$ cat src/rtl/hp_pkg.sv
package hp_pkg;
  typedef enum logic [1:0] {
    REG_UP    = 2'd0,
    REG_DOWN  = 2'd1,
    REG_EJECT = 2'd2,
    REG_RMV   = 2'd3
  } hp_reg_e;

  typedef enum logic [1:0] {
    ST_IDLE    = 2'd0,
    ST_DRAIN   = 2'd1,
    ST_REBUILD = 2'd2
  } hp_state_e;

  localparam int GPE_W       = 8;
  localparam int GPE_HP_BIT  = 1;
endpackage

$ cat src/rtl/hp_lowbit.sv
module hp_lowbit #(
  parameter int N  = 32,
  parameter int SW = $clog2(N)
) (
  input  logic [N-1:0]  vec,
  output logic          found,
  output logic [N-1:0]  onehot,
  output logic [SW-1:0] idx
);
  logic [N-1:0] below;

  assign below[0] = 1'b0;
  for (genvar i = 1; i < N; i++) begin : g_chain
    assign below[i] = below[i-1] | vec[i-1];
  end

  assign onehot = vec & ~below;
  assign found  = |vec;

  always_comb begin
    idx = '0;
    for (int k = 0; k < N; k++) begin
      if (onehot[k]) idx = idx | SW'(k);
    end
  end
endmodule

$ cat src/rtl/hp_bus_dec.sv
module hp_bus_dec #(
  parameter int N = 32
) (
  input  logic         sel,
  input  logic         wr,
  input  logic [1:0]   addr,
  input  logic         busy,
  input  logic [N-1:0] present,
  input  logic [N-1:0] enable,
  input  logic [N-1:0] down,
  output logic         ready,
  output logic [N-1:0] rdata,
  output logic         eject_we
);
  import hp_pkg::*;

  hp_reg_e reg_sel;

  assign reg_sel  = hp_reg_e'(addr);
  assign ready    = sel & ~busy;
  assign eject_we = ready & wr & (reg_sel == REG_EJECT);

  always_comb begin
    rdata = '0;
    unique case (reg_sel)
      REG_UP:    rdata = present & enable;
      REG_DOWN:  rdata = down;
      REG_EJECT: rdata = '0;
      REG_RMV:   rdata = enable;
      default:   rdata = '0;
    endcase
  end
endmodule

$ cat src/rtl/hp_slot_state.sv
module hp_slot_state #(
  parameter int N = 32
) (
  input  logic         clk,
  input  logic         rst_n,
  input  logic [N-1:0] ins_set,
  input  logic [N-1:0] rm_set,
  input  logic [N-1:0] ej_oh,
  input  logic [N-1:0] fixed,
  input  logic [N-1:0] occupied,
  input  logic         rebuild,
  output logic [N-1:0] present,
  output logic [N-1:0] down,
  output logic [N-1:0] enable
);
  logic [N-1:0] present_q, present_n;
  logic [N-1:0] down_q, down_n;
  logic [N-1:0] enable_q, enable_n;
  logic         upd_en;

  assign upd_en = rebuild | (|ins_set) | (|rm_set) | (|ej_oh);

  always_comb begin
    if (rebuild) begin
      present_n = occupied;
      enable_n  = ~fixed;
    end else begin
      present_n = (present_q & ~(ej_oh & ~fixed)) | ins_set;
      enable_n  = enable_q;
    end
    down_n = (down_q & ~ej_oh) | rm_set;
  end

  always_ff @(posedge clk or negedge rst_n) begin
    if (!rst_n) begin
      present_q <= '0;
      down_q    <= '0;
      enable_q  <= '0;
    end else if (upd_en) begin
      present_q <= present_n;
      down_q    <= down_n;
      enable_q  <= enable_n;
    end
  end

  assign present = present_q;
  assign down    = down_q;
  assign enable  = enable_q;
endmodule

$ cat src/rtl/slot_hp_regs.sv
module slot_hp_regs #(
  parameter int NSLOT = 32,
  parameter int SW    = $clog2(NSLOT)
) (
  input  logic                   clk,
  input  logic                   rst_n,
  input  logic                   ins_vld,
  input  logic [SW-1:0]          ins_slot,
  input  logic                   ins_cold,
  input  logic                   rm_vld,
  input  logic [SW-1:0]          rm_slot,
  input  logic [NSLOT-1:0]       slot_occupied,
  input  logic [NSLOT-1:0]       slot_fixed,
  input  logic                   rst_req,
  input  logic [hp_pkg::GPE_W-1:0] gpe_clr,
  input  logic                   bus_sel,
  input  logic                   bus_wr,
  input  logic [1:0]             bus_addr,
  input  logic [NSLOT-1:0]       bus_wdata,
  output logic                   bus_ready,
  output logic [NSLOT-1:0]       bus_rdata,
  output logic                   rel_vld,
  output logic [SW-1:0]          rel_slot,
  output logic [hp_pkg::GPE_W-1:0] gpe_sts,
  output logic                   busy
);
  import hp_pkg::*;

  localparam logic [NSLOT-1:0]  ONE     = NSLOT'(1);
  localparam logic [GPE_W-1:0]  GPE_HIT = GPE_W'(1) << GPE_HP_BIT;

  hp_state_e      state_q, state_n;
  logic [NSLOT-1:0] present_w, down_w, enable_w;
  logic [NSLOT-1:0] ins_set, rm_set, ej_src, ej_oh;
  logic             ej_found, eject_we, draining, rebuild;
  logic [SW-1:0]    ej_idx;
  logic             rel_vld_q, rel_vld_n;
  logic [SW-1:0]    rel_slot_q, rel_slot_n;
  logic [GPE_W-1:0] gpe_q, gpe_n;
  logic             hot_evt, gpe_en;

  // state sequencing
  always_comb begin
    state_n = state_q;
    unique case (state_q)
      ST_IDLE:    if (rst_req) state_n = ST_DRAIN;
      ST_DRAIN:   if (down_w == '0) state_n = ST_REBUILD;
      ST_REBUILD: state_n = ST_IDLE;
      default:    state_n = ST_IDLE;
    endcase
  end

  always_ff @(posedge clk or negedge rst_n) begin
    if (!rst_n) state_q <= ST_REBUILD;
    else        state_q <= state_n;
  end

  assign draining = (state_q == ST_DRAIN);
  assign rebuild  = (state_q == ST_REBUILD);
  assign busy     = (state_q != ST_IDLE);

  // platform events
  assign ins_set = ins_vld ? (ONE << ins_slot) : '0;
  assign rm_set  = rm_vld  ? (ONE << rm_slot)  : '0;

  hp_bus_dec #(.N(NSLOT)) u_dec (
    .sel      (bus_sel),
    .wr       (bus_wr),
    .addr     (bus_addr),
    .busy     (busy),
    .present  (present_w),
    .enable   (enable_w),
    .down     (down_w),
    .ready    (bus_ready),
    .rdata    (bus_rdata),
    .eject_we (eject_we)
  );

  // eject source: pending mask while draining, else software write data
  assign ej_src = draining ? down_w : (eject_we ? bus_wdata : '0);

  hp_lowbit #(.N(NSLOT), .SW(SW)) u_pick (
    .vec    (ej_src),
    .found  (ej_found),
    .onehot (ej_oh),
    .idx    (ej_idx)
  );

  hp_slot_state #(.N(NSLOT)) u_state (
    .clk      (clk),
    .rst_n    (rst_n),
    .ins_set  (ins_set),
    .rm_set   (rm_set),
    .ej_oh    (ej_oh),
    .fixed    (slot_fixed),
    .occupied (slot_occupied),
    .rebuild  (rebuild),
    .present  (present_w),
    .down     (down_w),
    .enable   (enable_w)
  );

  // release pulse
  always_comb begin
    rel_vld_n  = ej_found;
    rel_slot_n = ej_found ? ej_idx : rel_slot_q;
  end

  always_ff @(posedge clk or negedge rst_n) begin
    if (!rst_n) begin
      rel_vld_q  <= 1'b0;
      rel_slot_q <= '0;
    end else begin
      rel_vld_q  <= rel_vld_n;
      rel_slot_q <= rel_slot_n;
    end
  end

  // event status: set wins over clear
  assign hot_evt = (ins_vld & ~ins_cold) | rm_vld;
  assign gpe_en  = hot_evt | (|gpe_clr);

  always_comb begin
    gpe_n = (gpe_q & ~gpe_clr) | (hot_evt ? GPE_HIT : '0);
  end

  always_ff @(posedge clk or negedge rst_n) begin
    if (!rst_n)      gpe_q <= '0;
    else if (gpe_en) gpe_q <= gpe_n;
  end

  assign rel_vld  = rel_vld_q;
  assign rel_slot = rel_slot_q;
  assign gpe_sts  = gpe_q;
endmodule

$ cat config.mk
export PLATFORM = sky130hd
export DESIGN_NAME = slot_hp_regs
export DESIGN_NICKNAME = d
export VERILOG_FILES = /design/src/rtl/hp_pkg.sv /design/src/rtl/hp_lowbit.sv /design/src/rtl/hp_bus_dec.sv /design/src/rtl/hp_slot_state.sv /design/src/rtl/slot_hp_regs.sv
export SDC_FILE = /design/constraint.sdc
export NUM_CORES = 1
export LEC_CHECK = 0
export BUFFER_PORTS_ARGS = -buffer_cell sky130_fd_sc_hd__buf_2
export CAP_MARGIN = 20
export CELL_PAD_IN_SITES_DETAIL_PLACEMENT = 0
export CELL_PAD_IN_SITES_GLOBAL_PLACEMENT = 1
export CORE_MARGIN = 1
export CORE_UTILIZATION = 40
export DETAILED_ROUTE_END_ITERATION = 8
export PLACE_DENSITY_LB_ADDON = 0.1
export REMOVE_ABC_BUFFERS = 1
export SLEW_MARGIN = 20
export SYNTH_ARGS = -nofsm -noshare
export SYNTH_HDL_FRONTEND = slang
export SYNTH_SLANG_ARGS = --single-unit
export TNS_END_PERCENT = 100
$ cat constraint.sdc
create_clock -name clk -period 2.7 [get_ports clk]
set_clock_uncertainty 0.15 [all_clocks]
set_input_delay 0.27 -clock clk [delete_from_list [all_inputs] [get_ports clk]]
set_output_delay 0.27 -clock clk [all_outputs]
set_load 0.02 [all_outputs]
**Yosys cells after proc, flatten, opt, wreduce, memory -nomap -nowiden**

Cells that the tools add are included.

- Bits of input ports: 124
- Flip-flop bits (word level): 112
- Output and inout bits: 48

- Reductions and logical operators: 11
- Shift-type cells: 2
- Equal/unequal tests: 7
- Muxes and demuxes: 43
- Bitwise logic cells: 55

Operators with widths:

| cell | number |
|---|---|
| $and A32 B32 Y32 | 5 |
| $mux W32 | 5 |
| $not A32 Y32 | 4 |
| $pmux W32 S4 | 1 |
| $reduce_or A32 Y1 | 4 |
| $mux W5 | 16 |
| $or A32 B32 Y32 | 2 |
| $shl A1 B5 Y32 const A | 2 |
| $or A1 B1 Y1 | 35 |
| $logic_not A32 Y1 | 1 |
| $mux W4 | 8 |
| $mux W2 | 7 |
| $mux W3 | 4 |
| $and A8 B8 Y8 | 1 |
| $not A8 Y8 | 1 |
| $or A8 B2 Y8 | 1 |
| $reduce_or A8 Y1 | 1 |
| $eq A2 B2 Y1 const B | 3 |
| $and A1 B1 Y1 | 4 |
| $eq A2 B1 Y1 const B | 2 |
| $logic_not A2 Y1 | 2 |
| $pmux W2 S2 | 1 |
| $reduce_and A2 Y1 | 2 |
| $ne A2 B1 Y1 const B | 1 |
| 4 further kinds | 5 |

**Logic depth before layout (Yosys ltp)**

- Word-level depth: 70
- Depth in mapped cells: 10

**Hierarchy**

From an unflattened synthesis, not the netlist that was laid out.

- Cell total of the unflattened synthesis: 820
- Area, all modules: 7460.9 um^2

By module, submodules not included:

| module | instances | cells an instance | area an instance (um^2) | seq. area each (um^2) |
|---|---|---|---|---|
| hp_slot_state | 1 | 363 | 4185.3 | 2402.3 |
| slot_hp_regs | 1 | 266 | 1624.1 | 401.6 |
| hp_bus_dec | 1 | 80 | 882.1 | 0.0 |
| hp_lowbit | 1 | 111 | 769.5 | 0.0 |

**Worst setup path after synthesis**

Ideal clock, no wire load.

- Kind: register to register
- From: register state_q[0]
- To: register rel_slot_q[0] (netlist: rel_slot[0])
- Data required time: 2424 ps
- Stages on the path, launching flop included: 9
- Path slack: 479 ps
- Arrival: 1945 ps
- Path buffers: 2
- Clock period less this slack: 2221 ps
- Cell sequence: dfrtp_1 > nor3b_4 > and2_1 > buf_6 > a21oi_2 > buf_2 > a32oi_1 > nand4_1 > o32a_1

- Word-level cells in the longest chain between the ends: 40
- Elaborated cells on any way between the ends: 72
- Classes of those cells: eq/ne (1); mux (33); bitwise (36); reduce/logical (2)

Ends and longest elaborated chain:

| what | line | RTL |
|---|---|---|
| start: declaration | slot_hp_regs.sv:32 | `hp_state_e state_q, state_n;` |
| start signal: assignment | slot_hp_regs.sv:55 | `else state_q <= state_n;` |
| $reduce_bool A2 Y1 | slot_hp_regs.sv:60 | `assign busy = (state_q != ST_IDLE);` |
| $not A1 Y1 | hp_bus_dec.sv:20 | `assign ready = sel & ~busy;` |
| $and A1 B1 Y1 | hp_bus_dec.sv:20 |  |
| $and A1 B1 Y1 (2 in a row) | hp_bus_dec.sv:21 | `assign eject_we = ready & wr & (reg_sel == REG_EJECT);` |
| $mux W32 | slot_hp_regs.sv:80 | `assign ej_src = draining ? down_w : (eject_we ? bus_wdata : '0);` |
| $mux W32 (*) | slot_hp_regs.sv:80 |  |
| $or A1 B1 Y1 / $not A32 Y32 (equally long branches) | hp_lowbit.sv:14, hp_lowbit.sv:17 |  |
| $or A1 B1 Y1 / $and A32 B32 Y32 (equally long branches) | hp_lowbit.sv:14, hp_lowbit.sv:17 |  |
| $not A32 Y32 (tied with other cells) | hp_lowbit.sv:17 | `assign onehot = vec & ~below;` |
| $and A32 B32 Y32 (tied with other cells) | hp_lowbit.sv:17 |  |
| $mux W2 (tied with other cells) | hp_lowbit.sv:23 | `if (onehot[k]) idx = idx \| SW'(k);` |
| $mux W3 (tied with other cells) (4 in a row) | hp_lowbit.sv:23 |  |
| $mux W4 (tied with other cells) (8 in a row) | hp_lowbit.sv:23 |  |
| $mux W5 (tied with other cells) (13 in a row) | hp_lowbit.sv:23 |  |
| $mux W5 / $not A32 Y32 (equally long branches) | hp_lowbit.sv:23, hp_lowbit.sv:17 |  |
| $mux W5 / $and A32 B32 Y32 (equally long branches) | hp_lowbit.sv:23, hp_lowbit.sv:17 |  |
| $mux W5 | hp_lowbit.sv:23 |  |
| end signal: assignment | slot_hp_regs.sv:115 | `rel_slot_q <= rel_slot_n;` |
| end: declaration | slot_hp_regs.sv:38 | `logic [SW-1:0] rel_slot_q, rel_slot_n;` |

Mark *: on every way between the ends. The rest lies on a longest branch, timed or not.
A chain may end at the register's enable or synchronous reset.

**Worst setup path in the final report**

- From: register state_q[1]
- To: register u_state.present_q[17] (netlist: u_state.present[17])

- Word-level cells in the longest chain between the ends: 41
- Elaborated cells on any way between the ends: 50
- Classes of those cells: eq/ne (2); mux (3); bitwise (43); reduce/logical (2)

Ends and longest elaborated chain:

| what | line | RTL |
|---|---|---|
| $reduce_bool A2 Y1 | slot_hp_regs.sv:60 |  |
| $not A1 Y1 | hp_bus_dec.sv:20 |  |
| $and A1 B1 Y1 | hp_bus_dec.sv:20 |  |
| $and A1 B1 Y1 (2 in a row) | hp_bus_dec.sv:21 |  |
| $mux W32 (2 in a row) | slot_hp_regs.sv:80 |  |
| $or A1 B1 Y1 (30 in a row) | hp_lowbit.sv:14 | `assign below[i] = below[i-1] \| vec[i-1];` |
| $not A32 Y32 | hp_lowbit.sv:17 |  |
| $and A32 B32 Y32 | hp_lowbit.sv:17 |  |
| $reduce_or A32 Y1 | hp_slot_state.sv:21 | `assign upd_en = rebuild \| (\|ins_set) \| (\|rm_set) \| (\|ej_oh);` |
| $or A1 B1 Y1 | hp_slot_state.sv:21 |  |
| end signal: assignment | hp_slot_state.sv:40 | `present_q <= present_n;` |
| end: declaration | hp_slot_state.sv:16 | `logic [N-1:0] present_q, present_n;` |

Parallel ways exist; a longest one is shown, timed or not.

==> qor.csv <==
stage,metric,value,unit
global_route,antenna_found_initial,1,
setup_path,endpoint,u_state.present[17],
final_layout,final_util,0.542,
setup_path,arrival,2.72,ns
logic_synthesis,synth.most_common_cell,dfrtp_1,
die,start_util,0.411,
die,num_rows,46,
logic_synthesis,ys_top_cells_by_count,"dfrtp_1, nand2_1, o21ai_0",
place,hpwl,19800,um
global_route,grt_pass1_vias,6792,
global_route,grt.total_usage,0.316,
detailed_routing,vias,7141,
sta,setup_viol,0,
clock_network,cts_buffers,9,
setup_path,worstPathMaxFanout,13,
status,status,completed,
global_route,grt_first_pass_wirelength,39200,um
setup_path,cp_slowest_stage_delay,0.67,ns
setup_path,cp_top_family,compound AO/OA/AOI/OAI gates,
detailed_routing,drc_errors,0,
clock_network,cts_sinks,112,
setup_path,cp-startpoint,state_q[1],
logic_synthesis,ys_ff_latch,112,
final_layout,n_antenna_cell,0,
die,io_pins,172,
logic_synthesis,synth_edf_count,0,
final_layout,final_area,0.00864,mm^2
setup_path,crit_cells,7,
final_layout,fillers,1529,
detailed_routing,post_drt_wl_per_cell,22.1,um
global_route,gr-total-overflow,0,
pwr,swShare,0.405,
clock_network,cts.clk_slew.worst_paths,0.08,ns
global_route,grt.met3_usage,0.0615,
sta,setup_tns,0,ns
clock_network,htreeDepth,3,
setup_path,reg2reg_depth,7,
global_route,met1_usage,0.445,
global_route,busiest_layer,met2,
detailed_routing,via_per_inst,5.98,
final_layout,fin_nets,1097,
setup_path,crit_slowest_cell,dfstp_2,
clock_network,clkLatencyLatePin,0.36,ns
pwr,clock_power_share,0.188,
setup_path,r2r-end,u_state.present[17],
clock_network,clockBufferDepth,2,
global_route,grt_max_degree,62,
detailed_routing,first_pass_iters,5,
logic_synthesis,synthTopCellsByArea,"dfrtp_1, o21ai_0, nand2_1",
die,fp.dieW,130,um
global_route,met2_usage,0.494,
pwr,worst_ir_drop_vdd,0.474,mV
hold_path,hold_class,input pin to flip-flop,
detailed_routing,wirelength,26400,um
hold_path,worstHoldPathCells,3,
die,fp.dieArea,0.0169,mm^2
final_layout,syn2layout_area_growth,31.9,%
sta,rsz0062_at_grt,no,
logic_synthesis,ys.flop_type,dfrtp_1,
setup_path,endpoint_kind,flip-flop,
logic_synthesis,seq_area_frac_synth,0.428,
pwr,p_leak,4.03,nW
logic_synthesis,yosysWarnings,0,
pwr,p_seq_frac,0.387,
detailed_routing,drt-initial-drc-count,582,
sta,max_freq,380,MHz
detailed_routing,ant_nets,0,
final_layout,drive_gt1_frac,0.283,
setup_path,critPathKind,flip-flop to flip-flop,
setup_path,r2r_slack,0.07,ns
pwr,power.internal,4.56,mW
logic_synthesis,syn_inst,747,
pwr,combPwrFrac,0.426,
logic_synthesis,syn_area_per_cell,8.77,um^2
run,drv_cap,0,
setup_path,start_kind,flip-flop,
sta,finalCritPeriodShare,0.976,
die,die_h,130,um
setup_path,cp_cell_sequence,"nor3b_4, buf_4, a32oi_1, o211a_2, nand4_1, o21ai_0, a31oi_1",
sta,slew_violations,0,
setup_path,cp_num_buf_inv,1,
setup_path,cp_data_required_time,2.79,ns
place,finalWeightedCongestion,0.968,
sta,hold_violations,0,
clock_network,root_buffer,clkbuf_16,
die,core,0.0159,mm^2
logic_synthesis,synthesis.area,0.00655,mm^2
logic_synthesis,synth_cell_type_count,65,
sta,tightestPinTransition,0.881,ns
setup_path,r2r-start,state_q[1],
pwr,powerDensity,886,mW/mm^2
pwr,power_switching,3.10,mW
logic_synthesis,yosysTopAreaCellShare,0.424,
sta,period_minus_slack,2.63,ns
logic_synthesis,synth_top_cell_by_area,dfrtp_1,
place,portBuffers,171,
sta,max_slew_margin,0.410,
clock_network,cts_tree,yes,
place,placed_area,0.00788,mm^2
logic_synthesis,async_flop_share,1.00,
how the worst min path moves through the flow:
stage	from	endpoint	slack, ns
floorplan	rst_n	gpe_sts[0]	-0.18
global placement	rst_n	u_state.present[26]	0.17
detailed placement	rst_n	u_state.enable[26]	0.18
CTS	slot_occupied[14]	u_state.present[14]	0.002
global route	slot_occupied[17]	u_state.present[17]	0.02
finish	slot_occupied[14]	u_state.present[14]	0.01
worst min-delay path, cell delays in order:
cell and delay, ns:
buf_2 0.08, nor2_1 0.03, a21oi_1 0.10
layout make-up:
cell class	count	area, um^2	share of cell area
Clock buffer	10	229	0.0265
Timing Repair Buffer	263	1700	0.197
Inverter	7	26.3	0.00304
Clock inverter	6	76.3	0.00883
Multi-Input combinational cell	580	3530	0.409
Sequential cell	112	2800	0.325
Tap cell	216	270	0.0313
repair_timing:
action	in CTS	in global routing
resized for setup	0	4
setup endpoints to repair	0	13
endpoints found under the hold margin	82	0
hold buffers	41	0
buffers inserted	0	3
cell usage in the layout, fill, tap and decap left out, drive strengths merged, types with 4 or more instances in the layout:
cell / Yosys / routed
o21ai: 99 / 99
nand4: 23 / 23
clkbuf: 29 / 10
nand4b: 5 / 5
o31ai: 6 / 6
buf: 20 / 222
a21oi: 21 / 21
nand2: 104 / 104
a21o: 19 / 19
nand2b: 12 / 12
inv: 7 / 9
or2: 4 / 4
mux2: 13 / 13
nor2: 63 / 63
a31oi: 32 / 32
and3: 5 / 5
a32o: 25 / 25
dfrtp: 111 / 111
nor2b: 17 / 18
dlygate4sd3: 0 / 41
a22o: 27 / 27
nor4: 11 / 11
nor3: 12 / 12
a22oi: 12 / 12
o32a: 4 / 4
a32oi: 7 / 7
nand3: 24 / 24
sequential cells by signal, indices dropped and copies added (netlist names):
signal	count
rel_vld	1
u_state.present	32
state_q	2
gpe_sts	8
u_state.down	32
rel_slot	5
u_state.enable	32
cells by family after synthesis:
| group | count (synthesis) | synth area share |
|---|---|---|
| flip-flops | 112 | 0.428 |
| buffers and inverters | 56 | 0.0393 |
| AND/OR/NAND/NOR | 293 | 0.220 |
| AO/OA/AOI/OAI | 273 | 0.290 |
| multiplexers | 13 | 0.0223 |
stage by stage:
stage	setup slack [ns]	std cells	hold slack (ns)	total power [mW]
2_1_floorplan	-0.810	698	-0.176	4.72
3_3_place_gp	0.0775	1133	0.169	5.99
3_5_place_dp	0.0736	1133	0.184	6.08
4_1_cts	0.0527	1190	0.00173	7.56
5_1_grt	0.00281	1194	0.0185	8.11
6_report	0.0657	1194	0.0107	7.65
power by group through the flow:
| stage | sequential [mW] | clock [mW] | combinational (mW) |
|---|---|---|---|
| 6_report | 2.96 | 1.43 | 3.26 |
| 5_1_grt | 3.03 | 1.52 | 3.56 |
| 4_1_cts | 2.93 | 1.45 | 3.18 |
| 3_5_place_dp | 2.95 | 0 | 3.13 |
| 3_3_place_gp | 2.92 | 0 | 3.08 |
| 2_1_floorplan | 2.81 | 0 | 1.91 |
routing by layer:
layer	vias to the layer above	wire [um]
met5	-	10
met4	2	528
met3	39	2040
met2	367	11800
met1	3467	12000
li1	3266	-
No activity file was read; power rests on OpenSTA's default activity.
